==> src/rtl/spi_regcmd_pkg.sv <==
package spi_regcmd_pkg;
  localparam logic [7:0] OP_READ    = 8'h21;
  localparam logic [7:0] OP_ORDER   = 8'h18;
  localparam logic [7:0] ORDER_LSB  = 8'h81;
  localparam logic [7:0] ORDER_MSB  = 8'h42;

  typedef enum logic [2:0] {
    ST_CMD,
    ST_ADDR,
    ST_FILL,
    ST_DATA,
    ST_CFG,
    ST_DROP
  } cmd_state_e;
endpackage

==> src/rtl/spi_sync_edge.sv <==
module spi_sync_edge #(
  parameter int unsigned STAGES = 2
) (
  input  logic clk_i,
  input  logic rst_ni,
  input  logic nss_i,
  input  logic sck_i,
  input  logic mosi_i,
  output logic sel_o,
  output logic rise_o,
  output logic fall_o,
  output logic mosi_o
);
  logic [STAGES-1:0] nss_p, sck_p, mosi_p;
  logic              sck_d;

  always_ff @(posedge clk_i or negedge rst_ni) begin
    if (!rst_ni) begin
      nss_p  <= '1;
      sck_p  <= '0;
      mosi_p <= '0;
      sck_d  <= 1'b0;
    end else begin
      nss_p  <= {nss_p[STAGES-2:0], nss_i};
      sck_p  <= {sck_p[STAGES-2:0], sck_i};
      mosi_p <= {mosi_p[STAGES-2:0], mosi_i};
      sck_d  <= sck_p[STAGES-1];
    end
  end

  assign sel_o  = ~nss_p[STAGES-1];
  assign rise_o = sel_o & sck_p[STAGES-1] & ~sck_d;
  assign fall_o = sel_o & ~sck_p[STAGES-1] & sck_d;
  assign mosi_o = mosi_p[STAGES-1];
endmodule

==> src/rtl/spi_byte_shifter.sv <==
module spi_byte_shifter #(
  parameter int unsigned W = 8
) (
  input  logic         clk_i,
  input  logic         rst_ni,
  input  logic         sel_i,
  input  logic         rise_i,
  input  logic         fall_i,
  input  logic         mosi_i,
  input  logic         lsb_first_i,
  input  logic         load_i,
  input  logic [W-1:0] load_data_i,
  output logic         done_o,
  output logic [W-1:0] rx_o,
  output logic         miso_o
);
  localparam int unsigned CW = $clog2(W);

  logic [CW-1:0] bit_cnt;
  logic [W-1:0]  rx_sr, rx_next, tx_sr;
  logic          last_bit;

  assign last_bit = (bit_cnt == CW'(W-1));
  assign rx_next  = lsb_first_i ? {mosi_i, rx_sr[W-1:1]} : {rx_sr[W-2:0], mosi_i};

  always_ff @(posedge clk_i or negedge rst_ni) begin
    if (!rst_ni) begin
      bit_cnt <= '0;
      rx_sr   <= '0;
      rx_o    <= '0;
      done_o  <= 1'b0;
    end else if (!sel_i) begin
      bit_cnt <= '0;
      rx_sr   <= '0;
      done_o  <= 1'b0;
    end else begin
      done_o <= rise_i & last_bit;
      if (rise_i) begin
        rx_sr   <= rx_next;
        bit_cnt <= last_bit ? '0 : bit_cnt + 1'b1;
        if (last_bit) rx_o <= rx_next;
      end
    end
  end

  // bit_cnt == 0 marks the slot start: the fall after the last rise must not shift
  always_ff @(posedge clk_i or negedge rst_ni) begin
    if (!rst_ni) begin
      tx_sr <= '0;
    end else if (!sel_i) begin
      tx_sr <= '0;
    end else if (load_i) begin
      tx_sr <= load_data_i;
    end else if (fall_i && bit_cnt != '0) begin
      tx_sr <= lsb_first_i ? {1'b0, tx_sr[W-1:1]} : {tx_sr[W-2:0], 1'b0};
    end
  end

  assign miso_o = lsb_first_i ? tx_sr[0] : tx_sr[W-1];
endmodule

==> src/rtl/spi_cmd_fsm.sv <==
module spi_cmd_fsm
  import spi_regcmd_pkg::*;
#(
  parameter int unsigned ADDR_W = 8
) (
  input  logic              clk_i,
  input  logic              rst_ni,
  input  logic              sel_i,
  input  logic              done_i,
  input  logic [7:0]        rx_i,
  output logic              lsb_first_o,
  output logic              rd_o,
  output logic [ADDR_W-1:0] addr_o,
  output cmd_state_e        state_o
);
  cmd_state_e st_q, st_d;
  logic       lsb_q, lsb_d;

  always_comb begin
    st_d  = st_q;
    lsb_d = lsb_q;
    if (done_i) begin
      unique case (st_q)
        ST_CMD: begin
          if (rx_i == OP_READ)       st_d = ST_ADDR;
          else if (rx_i == OP_ORDER) st_d = ST_CFG;
          else                       st_d = ST_DROP;
        end
        ST_ADDR: st_d = ST_FILL;
        ST_FILL: st_d = ST_DATA;
        ST_DATA: st_d = ST_CMD;
        ST_CFG: begin
          if (rx_i == ORDER_LSB)      lsb_d = 1'b1;
          else if (rx_i == ORDER_MSB) lsb_d = 1'b0;
          st_d = ST_CMD;
        end
        ST_DROP: st_d = ST_DROP;
        default: st_d = ST_CMD;
      endcase
    end
  end

  always_ff @(posedge clk_i or negedge rst_ni) begin
    if (!rst_ni) begin
      st_q   <= ST_CMD;
      lsb_q  <= 1'b0;
      addr_o <= '0;
    end else begin
      lsb_q <= lsb_d;
      st_q  <= sel_i ? st_d : ST_CMD;
      if (sel_i && done_i && st_q == ST_ADDR) addr_o <= rx_i[ADDR_W-1:0];
    end
  end

  assign rd_o        = sel_i & done_i & (st_q == ST_FILL);
  assign lsb_first_o = lsb_q;
  assign state_o     = st_q;
endmodule

==> src/rtl/spi_regcmd_slave.sv <==
module spi_regcmd_slave
  import spi_regcmd_pkg::*;
#(
  parameter int unsigned ADDR_W      = 8,
  parameter int unsigned SYNC_STAGES = 2
) (
  input  logic              clk_i,
  input  logic              rst_ni,
  input  logic              nss_i,
  input  logic              sck_i,
  input  logic              mosi_i,
  output logic              miso_o,
  output logic              miso_en_o,
  output logic [ADDR_W-1:0] reg_addr_o,
  output logic              reg_rd_o,
  input  logic [7:0]        reg_rdata_i
);
  localparam int unsigned BYTE_W = 8;

  logic              sel, sck_rise, sck_fall, mosi_s;
  logic              byte_done, lsb_first, tx_bit;
  logic [BYTE_W-1:0] rx_byte, tx_load;
  cmd_state_e        cmd_st;

  spi_sync_edge #(.STAGES(SYNC_STAGES)) u_sync (
    .clk_i  (clk_i),
    .rst_ni (rst_ni),
    .nss_i  (nss_i),
    .sck_i  (sck_i),
    .mosi_i (mosi_i),
    .sel_o  (sel),
    .rise_o (sck_rise),
    .fall_o (sck_fall),
    .mosi_o (mosi_s)
  );

  // reload every slot: register data after the filler, zeros otherwise
  assign tx_load = reg_rd_o ? reg_rdata_i : '0;

  spi_byte_shifter #(.W(BYTE_W)) u_shift (
    .clk_i       (clk_i),
    .rst_ni      (rst_ni),
    .sel_i       (sel),
    .rise_i      (sck_rise),
    .fall_i      (sck_fall),
    .mosi_i      (mosi_s),
    .lsb_first_i (lsb_first),
    .load_i      (byte_done),
    .load_data_i (tx_load),
    .done_o      (byte_done),
    .rx_o        (rx_byte),
    .miso_o      (tx_bit)
  );

  spi_cmd_fsm #(.ADDR_W(ADDR_W)) u_fsm (
    .clk_i       (clk_i),
    .rst_ni      (rst_ni),
    .sel_i       (sel),
    .done_i      (byte_done),
    .rx_i        (rx_byte),
    .lsb_first_o (lsb_first),
    .rd_o        (reg_rd_o),
    .addr_o      (reg_addr_o),
    .state_o     (cmd_st)
  );

  assign miso_en_o = sel;
  assign miso_o    = sel & tx_bit;
endmodule

==> config.mk <==
export PLATFORM = sky130hd
export DESIGN_NAME = spi_regcmd_slave
export DESIGN_NICKNAME = d
export VERILOG_FILES = /design/src/rtl/spi_regcmd_pkg.sv /design/src/rtl/spi_sync_edge.sv /design/src/rtl/spi_byte_shifter.sv /design/src/rtl/spi_cmd_fsm.sv /design/src/rtl/spi_regcmd_slave.sv
export SDC_FILE = /design/constraint.sdc
export NUM_CORES = 1
export LEC_CHECK = 0
export ABC_AREA = 1
export BUFFER_PORTS_ARGS = -buffer_cell sky130_fd_sc_hd__buf_2
export CAP_MARGIN = 20
export CORE_MARGIN = 2
export CORE_UTILIZATION = 30
export CTS_CLUSTER_SIZE = 25
export DETAILED_ROUTE_END_ITERATION = 10
export GPL_ROUTABILITY_DRIVEN = 0
export PLACE_DENSITY_LB_ADDON = 0.2
export SLEW_MARGIN = 20
export SYNTH_ARGS = -nofsm -noshare
export SYNTH_HDL_FRONTEND = slang
export SYNTH_HIERARCHICAL = 1
export SYNTH_SLANG_ARGS = --single-unit
==> constraint.sdc <==
create_clock -name clk_i -period 2 [get_ports clk_i]
set_input_delay 0.1 -clock clk_i [delete_from_list [all_inputs] [get_ports clk_i]]
set_output_delay 0.1 -clock clk_i [all_outputs]
set_load 0.005 [all_outputs]
After elaboration in Yosys (flattened, before gate mapping)
Cells that the tools add are included.

word-level totals
  register bits after elaboration = 47
  input port bits = 13
  word-level logic and storage cells = 64

cells by class
  $add $sub $neg = 1
  equality and inequality tests = 9
  muxes and demuxes = 20
  bitwise logic cells = 11
  reduce and logical (&&, ||, !) cells = 11

operators by type and width
  cell                                                                   count
  8-bit two-way mux                                                      8
  3-bit two-way mux                                                      6
  3-bit one-hot mux with 4 select lines                                  1
  3-bit equality test, second input constant                             3
  1-bit AND                                                              8
  8-bit by 5-bit equality test with 1-bit output, second input constant  1
  8-bit by 6-bit equality test with 1-bit output, second input constant  1
  8-bit by 7-bit equality test with 1-bit output, second input constant  1
  8-bit equality test, second input constant                             1
  3-bit AND reduction                                                    2
  2-bit nonzero test                                                     3
  3-bit nonzero test                                                     2
  1-bit two-way mux                                                      5
  3-bit by 1-bit adder with 3-bit output, second input constant          1
  3-bit by 1-bit equality test with 1-bit output, second input constant  1
  3-bit by 2-bit equality test with 1-bit output, second input constant  1
  1-bit logical AND                                                      3
  3-bit logical NOT                                                      1
  1-bit inverter                                                         3

Logic depth before layout (Yosys ltp)
Gate-level depths: netlist (run 1).

  depth after elaboration = 7
  mapped depth = 12
  gate-level depth less buffers = 11

By module
Netlist (run 1), hierarchy kept.

by module, submodules not included
  module            instances  cells each  area an instance (µm²)  sequential area each (µm²)
  spi_byte_shifter  1          174         1406.3                  700.7
  spi_cmd_fsm       1          88          664.4                   300.3
  spi_sync_edge     1          12          196.4                   177.7
  spi_regcmd_slave  1          19          72.6                    0.0

Least setup slack after synthesis (run 1)
OpenSTA, ideal clock, no wires.

  path kind = flip-flop to flip-flop
  start point = register u_sync.nss_p[1]
  end point = register u_shift.tx_sr[1]
  setup time = 0.126 ns
  arrival = 1.467 ns
  data required time = 1.874 ns
  setup slack = 0.407 ns
  cell stages (with the launch flop) = 12
  path buffers = 1
  cells stage by stage = dfstp_2 > inv_2 > nand2_2 > nor2_1 > nand2_1 > inv_1 > buf_2 > nand2_1 > inv_1 > or2_2 > nand2_1 > o21ai_0

on the way
  cells in the longest elaborated chain, start to end = 6

RTL lines
  element                   line                    RTL
  start: declaration        spi_sync_edge.sv:14     logic [STAGES-1:0] nss_p, sck_p, mosi_p;
  start signal: assignment  spi_sync_edge.sv:24     nss_p <= {nss_p[STAGES-2:0], nss_i};
  1-bit inverter (no line)  n/a
  via miso_en_o             spi_regcmd_slave.sv:13  output logic miso_en_o,
  1-bit AND (2 in a row)    spi_cmd_fsm.sv:55       assign rd_o = sel_i & done_i & (st_q == ST_FILL);
  via reg_rd_o              spi_regcmd_slave.sv:15  output logic reg_rd_o,
  8-bit two-way mux         spi_regcmd_slave.sv:38  assign tx_load = reg_rd_o ? reg_rdata_i : '0;
  via tx_load[1]            spi_regcmd_slave.sv:22  logic [BYTE_W-1:0] rx_byte, tx_load;
  8-bit two-way mux         spi_byte_shifter.sv:52  end else if (load_i) begin
  8-bit two-way mux         spi_byte_shifter.sv:50  end else if (!sel_i) begin
  end signal: assignment    spi_byte_shifter.sv:53  tx_sr <= load_data_i;
  end signal: assignment    spi_byte_shifter.sv:55  tx_sr <= lsb_first_i ? {1'b0, tx_sr[W-1:1]} : {tx_sr[W-2:0], 1'b0};
  end: declaration          spi_byte_shifter.sv:20  logic [W-1:0] rx_sr, rx_next, tx_sr;

The timed path passes the listed nets, and every way through them passes these cells.
A chain may end at the register's enable or synchronous reset.

Worst setup path after layout (run 1)
  start point = register u_shift.done_o
  end point = output port reg_rd_o

on the way
  cells in the longest elaborated chain, start to end = 2

RTL lines
  element                   line                    RTL
  start: declaration        spi_byte_shifter.sv:13  output logic done_o,
  start signal: assignment  spi_byte_shifter.sv:37  done_o <= rise_i & last_bit;
  1-bit AND (2 in a row)    spi_cmd_fsm.sv:55
  end: declaration          spi_regcmd_slave.sv:15

Every way passes these cells.

==> flow_summary.yaml, run 1 <==
route:
  vias_per_cell: 4.43
  drtPass1Iterations: 4
  finalWirelength_um: 4890
  via_count: 1883
  drt_iter0_drc: 85
  wire_per_inst_um: 11.5
  drcViolationCount: 0
  antenna_left: 0
setup_path:
  cp-start-kind: "flop"
  cp_max_fo: 9
  cp-end-kind: "output pin"
  critPathMaxStageDelay_ps: 530
  path_cells: "nand2_2 -> nor2_1 -> nand2_1 -> inv_1 -> buf_2"
  setup.worst_path.class: "flop to output pin"
  required_ps: 1900
  arrival_ps: 1620
  worst_path_max_delay_cell: "dfrtp_1"
job:
  maxCapViolCount: 0
pwr:
  power_mw: 1.73
  power_leakage_nw: 1.37
  p_switching_mw: 0.382
  switching_share_pct: 22.0
  p_clk_share_pct: 39.9
  power_density_mw_per_mm2: 641
  intPower_mw: 1.35
  power.share.sequential_pct: 55.6
  combPwrFrac_pct: 4.4
  ir_drop_v: 0.000293
global_route:
  grt_max_degree: 22
  grt_pass1_wl_um: 8330
  grt_pass1_vias: 1763
  grt-ovfl-total: 0
  antenna_found_initial: 0
  track_usage_pct: 12.4
clock_network:
  insertion_delay_ps: 300
  cts-root-buf: "clkbuf_8"
  clkSlewWorstSetupHoldPaths_ps: 90
  post_cts_resized: 0
  clockBufferDepth: 2
  clock-sinks: 47
  cts_buffers: 5
  cts_tree: "yes"
  cts-htree-levels: 2
logic_synthesis:
  yosys_register_bits: 47
  yosysUniqueCellTypes: 22
  synth_warnings: 6
  synth_area_leader_cell: "dfrtp_1"
  avgSynthCellArea_um2: 7.99
  syn_inst: 293
  synth_nets: 309
  synth_top_cell_area_share_pct: 48.1
  synth_area_mm2: 0.00234
  ys_seq_area_share_pct: 50.4
  synth_area_leaders: "dfrtp_1 48%, nand2_1 16%, nand3_1 6.2%"
sta:
  rsz0062_at_grt: "no"
  holdWs_ps: 218
  tightest_slew_ps: 447
  final_max_slew_viol_count: 0
  tns_ps: 0
  setup_slack_ps: 281
  setup_viol: 0
  hold_viol: 0
  finClkSkew_ps: 9.60
  max-slew-margin-rel_pct: 70.2
  finalCritPeriodShare_pct: 85.9
  max_freq_ghz: 0.582
  min_period_ps: 1720
placed_design:
  dp_hpwl_um: 3480
  dpl_cell_area_mm2: 0.00256
  dp_slack_ps: 287
  portBuffers: 23
die:
  core_mm2: 0.00765
  dieHeight_um: 92.3
  die_x_um: 92.3
  io-pin-count: 24
  rows: 32
  dieArea_mm2: 0.00852
  initial_utilization_pct: 30.6
final_layout:
  diodes: 0
  multi_input_area_um2: 941
  nNetsFinal: 339
  drive_gt1_share_pct: 19.8
  seq_area_mm2: 0.00118
  fillers: 810
  area_delta_synth_final_pct: 15.6
  fin_area_mm2: 0.00270
min_path:
  hp-class: "input port to flop"
status:
  status: "finished, final reports clean"
==> worst paths after layout <==
| path | from | slack [ps] | end | depth (start not counted) |
|---|---|---|---|---|
| setup / recovery | u_shift/done_o$_DFF_PN0_ | 280 | reg_rd_o | 5 |
| hold / removal | reg_rdata_i[7] | 220 | u_shift/tx_sr[7]$_DFFE_PN0P_ | 7 |
| setup reg to reg | u_sync/nss_p[1]$_DFF_PN1_ | 310 | u_shift/tx_sr[6]$_DFFE_PN0P_ | 10 |
| hold reg to reg | u_sync/sck_p[0]$_DFF_PN0_ | 360 | u_sync/sck_p[1]$_DFF_PN0_ | 0 |
| max in group asynchronous | rst_ni | 1090 | u_sync/nss_p[0]$_DFF_PN1_ | 3 |
| min in group asynchronous | rst_ni | 260 | u_fsm/addr_o[7]$_DFFE_PN0P_ | 2 |
==> sequential cells by signal (all words and copies together), names as in the netlist <==
register,count
u_fsm/addr_o,8
u_fsm/lsb_first_o,1
u_fsm/state_o,3
u_shift/bit_cnt,3
u_shift/done_o,1
u_shift/rx_o,8
u_shift/rx_sr,8
u_shift/tx_sr,8
u_sync/mosi_p,2
u_sync/nss_p,2
u_sync/sck_d,1
u_sync/sck_p,2
==> cell type report <==
| cell class | instances | area share (%) |
|---|---|---|
| clock buffer | 5 | 2.55 |
| clock inverter | 2 | 1.39 |
| inverter | 40 | 5.55 |
| multi-input combinational | 196 | 34.8 |
| timing repair buffer | 33 | 7.40 |
| sequential | 47 | 43.6 |
| tap | 102 | 4.72 |
==> repair_timing <==
action                    CTS  global route
hold buffers                4             0
setup buffers               0             0
hold endpoints to repair   20             0
==> Yosys cell counts <==
| master | count |
|---|---|
| inv_1 | 36 |
| nand2_1 | 97 |
| nor3_1 | 1 |
| clkbuf_1 | 3 |
| nand2_4 | 1 |
| o21ai_0 | 20 |
| nand2_2 | 4 |
| buf_6 | 3 |
| or2_2 | 6 |
| dfstp_2 | 2 |
| o21ai_2 | 8 |
| nor2_1 | 13 |
| nand3_1 | 29 |
| dfrtp_1 | 45 |
| buf_2 | 2 |
| inv_2 | 4 |
| nor2_4 | 3 |
| ha_1 | 3 |
| or2_1 | 1 |
| o22ai_1 | 5 |
| o21ai_1 | 5 |
| buf_4 | 2 |
==> cell usage in the layout, fill, tap and decap left out, types with 2 or more instances in the layout <==
| cell type | netlist | layout |
|---|---|---|
| nand2_1 | 97 | 97 |
| dfrtp_1 | 45 | 45 |
| inv_1 | 36 | 36 |
| nand3_1 | 29 | 29 |
| buf_2 | 2 | 23 |
| o21ai_0 | 20 | 20 |
| nor2_1 | 13 | 13 |
| o21ai_2 | 8 | 8 |
| buf_4 | 2 | 6 |
| or2_2 | 6 | 6 |
| clkbuf_8 | 0 | 5 |
| o21ai_1 | 5 | 5 |
| o22ai_1 | 5 | 5 |
| dlygate4sd3_1 | 0 | 4 |
| nand2_2 | 4 | 4 |
| inv_2 | 4 | 4 |
| nor2_4 | 3 | 3 |
| ha_1 | 3 | 3 |
| dfstp_2 | 2 | 2 |
==> power by group through the flow <==
stage	Combinational, mW	Sequential (mW)	Clock, mW
after floorplan	0.0289	0.982	0
after global placement	0.0741	0.983	0
after detailed placement	0.0737	0.983	0
after CTS	0.0797	0.964	0.719
after global routing	0.0884	0.966	0.760
final	0.0770	0.964	0.692
==> cell families after synthesis <==
| group | share of synthesized area, % |
|---|---|
| AOI/OAI and AO/OA | 9.68 |
| adders and majority gates | 1.60 |
| buffers and inverters | 9.41 |
| DFF | 50.4 |
| and+or+nand+nor | 28.9 |
==> layer usage <==
metal	up-vias	share of wire (%)	GRT usage (%)
li1	972	-	-
met1	879	53	17.1
met2	23	43	19.0
met3	9	2.8	2.69
met4	0	1.6	4.85
met5	-	0	0
==> through the flow <==
stage	instances	util, %
5_1_grt	425	35.4
6_report	425	35.4
3_3_place_gp	414	33.4
3_5_place_dp	414	33.4
2_1_floorplan	293	-
4_1_cts	425	35.4
==> worst max-delay path, delay by kind of cell (launching register included) <==
family / cells / cell delay (ps)
DFF: 1 / 530
buffers and inverters: 2 / 420
and+or+nand+nor: 3 / 370
Power figures use the tool's default switching activity.
==> run 2: changes to the inputs <==
CORE_UTILIZATION = 45   (was 30)
clock period = 1.8 ns   (was 2 ns; I/O delays follow)
==> run 2 against run 1 <==
Effect of this change: via count is 0.80% lower; clock skew is 3.4 ps lower; combinational power increased by 12%; critical path type is now flop to flop; sequential share of layout area is 0.30 points higher; worst hold slack worse by 5.7 ps; non-clock buffer count increased by 2; clock power increased by 12%.
==> flow_summary.yaml, run 2 (same netlist as run 1, synthesis figures left out) <==
sta:
  setup_viol: 0
  rsz0062_at_grt: "no"
  max-slew-margin-rel_pct: 73.9
  min_period_ps: 1550
  hold_viol: 0
  tightest_slew_ps: 391
  max_freq_ghz: 0.644
  finClkSkew_ps: 6.19
  tns_ps: 0
  holdWs_ps: 212
  final_max_slew_viol_count: 0
  setup_slack_ps: 247
  finalCritPeriodShare_pct: 86.3
setup_path:
  cp_num_buf_inv: 3
  r2r_end: "u_shift/rx_o[4]$_DFFE_PN0P_"
  arrival_ps: 1740
  cp-end-kind: "flop"
  r2r-start: "u_sync/nss_p[1]$_DFF_PN1_"
  cp_max_fo: 12
  ff2ff_path_depth: 9
  setup.worst_path.class: "flop to flop"
  cp-start-kind: "flop"
  worst_path_max_delay_cell: "dfstp_2"
  regToRegSetupSlack_ps: 250
  critPathMaxStageDelay_ps: 370
  path_cells: "inv_2 -> buf_4 -> nand2_1 -> nor2_1 -> nand2_2 -> nor2_4 -> inv_2 -> nand2_1 -> o21ai_0"
  crit_family: "simple AND/OR/NAND/NOR gates"
  required_ps: 1990
die:
  dieHeight_um: 76.1
  io-pin-count: 24
  rows: 26
  core_mm2: 0.00507
  die_x_um: 76.1
  dieArea_mm2: 0.00579
  initial_utilization_pct: 46.1
route:
  vias_per_cell: 4.72
  drt_iter0_drc: 103
  antenna_left: 0
  via_count: 1868
  wire_per_inst_um: 11.4
  drcViolationCount: 0
  finalWirelength_um: 4530
  drtPass1Iterations: 4
global_route:
  grt-ovfl-total: 0
  grt_max_degree: 22
  grt_pass1_wl_um: 8040
  track_usage_pct: 17.1
  antenna_found_initial: 0
  grt_pass1_vias: 1783
pwr:
  combPwrFrac_pct: 4.4
  power.share.sequential_pct: 55.5
  p_switching_mw: 0.421
  switching_share_pct: 21.8
  intPower_mw: 1.51
  power_leakage_nw: 1.38
  power_density_mw_per_mm2: 719
  ir_drop_v: 0.000428
  p_clk_share_pct: 40.1
clock_network:
  cts_buffers: 5
  cts_tree: "yes"
  cts_setup_buffers: 0
  cts-htree-levels: 2
  cts-root-buf: "clkbuf_8"
  clkSlewWorstSetupHoldPaths_ps: 90
  insertion_delay_ps: 310
  clock-sinks: 47
  clockBufferDepth: 2
final_layout:
  final_cells: 396
  diodes: 0
  final_common_cell: "nand2_1"
  layout_common_cells: "97 x nand2_1, 45 x dfrtp_1, 35 x inv_1"
  nNetsFinal: 341
  drive_gt1_share_pct: 20.9
  area_delta_synth_final_pct: 14.8
min_path:
  hp-class: "input port to flop"
  whs_path_depth: 7
  hold_start: "reg_rdata_i[0]"
  min_to: "u_shift/tx_sr[0]$_DFFE_PN0P_"
placed_design:
  dp_slack_ps: 195
  dp_hpwl_um: 3250
  dpl.cell_count: 384
  portBuffers: 23
job:
  maxCapViolCount: 0
status:
  status: "finished, final reports clean"
run 2: final cells by class:
cell class	count	area, um2
inverters	40	150
clock inverters	3	43.8
fillers	508	2390
repair buffers	35	215
well taps	70	87.6
flip-flops and latches	47	1180
clock buffers	5	68.8
multi-input cells	196	941
run 2: worst max path at each step:
stage                                      start                      endpoint  slack (ps)  depth (start not counted)
global placement       u_sync/nss_p[1]$_DFF_PN1_  u_shift/tx_sr[2]$_DFFE_PN0P_         240                         10
finish                 u_sync/nss_p[1]$_DFF_PN1_   u_shift/rx_o[4]$_DFFE_PN0P_         250                          9
CTS                 u_fsm/state_o[2]$_DFFE_PN0P_                      reg_rd_o         170                          6
global route           u_sync/nss_p[1]$_DFF_PN1_   u_shift/rx_o[4]$_DFFE_PN0P_          10                          9
floorplan              u_sync/nss_p[1]$_DFF_PN1_  u_shift/tx_sr[1]$_DFFE_PN0P_         210                         11
detailed placement     u_sync/nss_p[1]$_DFF_PN1_  u_shift/tx_sr[2]$_DFFE_PN0P_         200                         10
run 2: what timing repair did:
action / CTS / global route
hold buffers: 4 / 0
resized for setup: 0 / 1
hold endpoints to repair: 17 / 0
setup endpoints to repair: 0 / 5
run 2: through the flow:
step	util [%]	area, um2	total power [mW]
after global routing	52.9	2690	2.01
after CTS	52.9	2690	1.96
after floorplan	-	2340	1.12
after global placement	49.9	2530	1.17
final	52.9	2690	1.93
after detailed placement	49.9	2530	1.17
run 2: power by group through the flow:
| stage | Sequential (mW) | Combinational, mW | Clock, mW |
|---|---|---|---|
| after floorplan | 1.09 | 0.0321 | 0 |
| after global placement | 1.09 | 0.0796 | 0 |
| after detailed placement | 1.09 | 0.0814 | 0 |
| after CTS | 1.07 | 0.0881 | 0.803 |
| after global routing | 1.07 | 0.0986 | 0.837 |
| final | 1.07 | 0.0859 | 0.774 |
run 2: routing by layer:
layer | track usage [%] | share of wire (%) | vias to the layer above
met1 | 23.9 | 50 | 848
met4 | 7.09 | 1.7 | 0
met2 | 26.8 | 45 | 36
met3 | 2.84 | 3.4 | 7
met5 | 0 | 0 | -
li1 | - | - | 977
run 2: tightest hold or removal path, delay by kind of cell:
| kind | cells | cell delay (ps) |
|---|---|---|
| AND/OR/NAND/NOR | 5 | 270 |
| buffers and inverters | 2 | 130 |
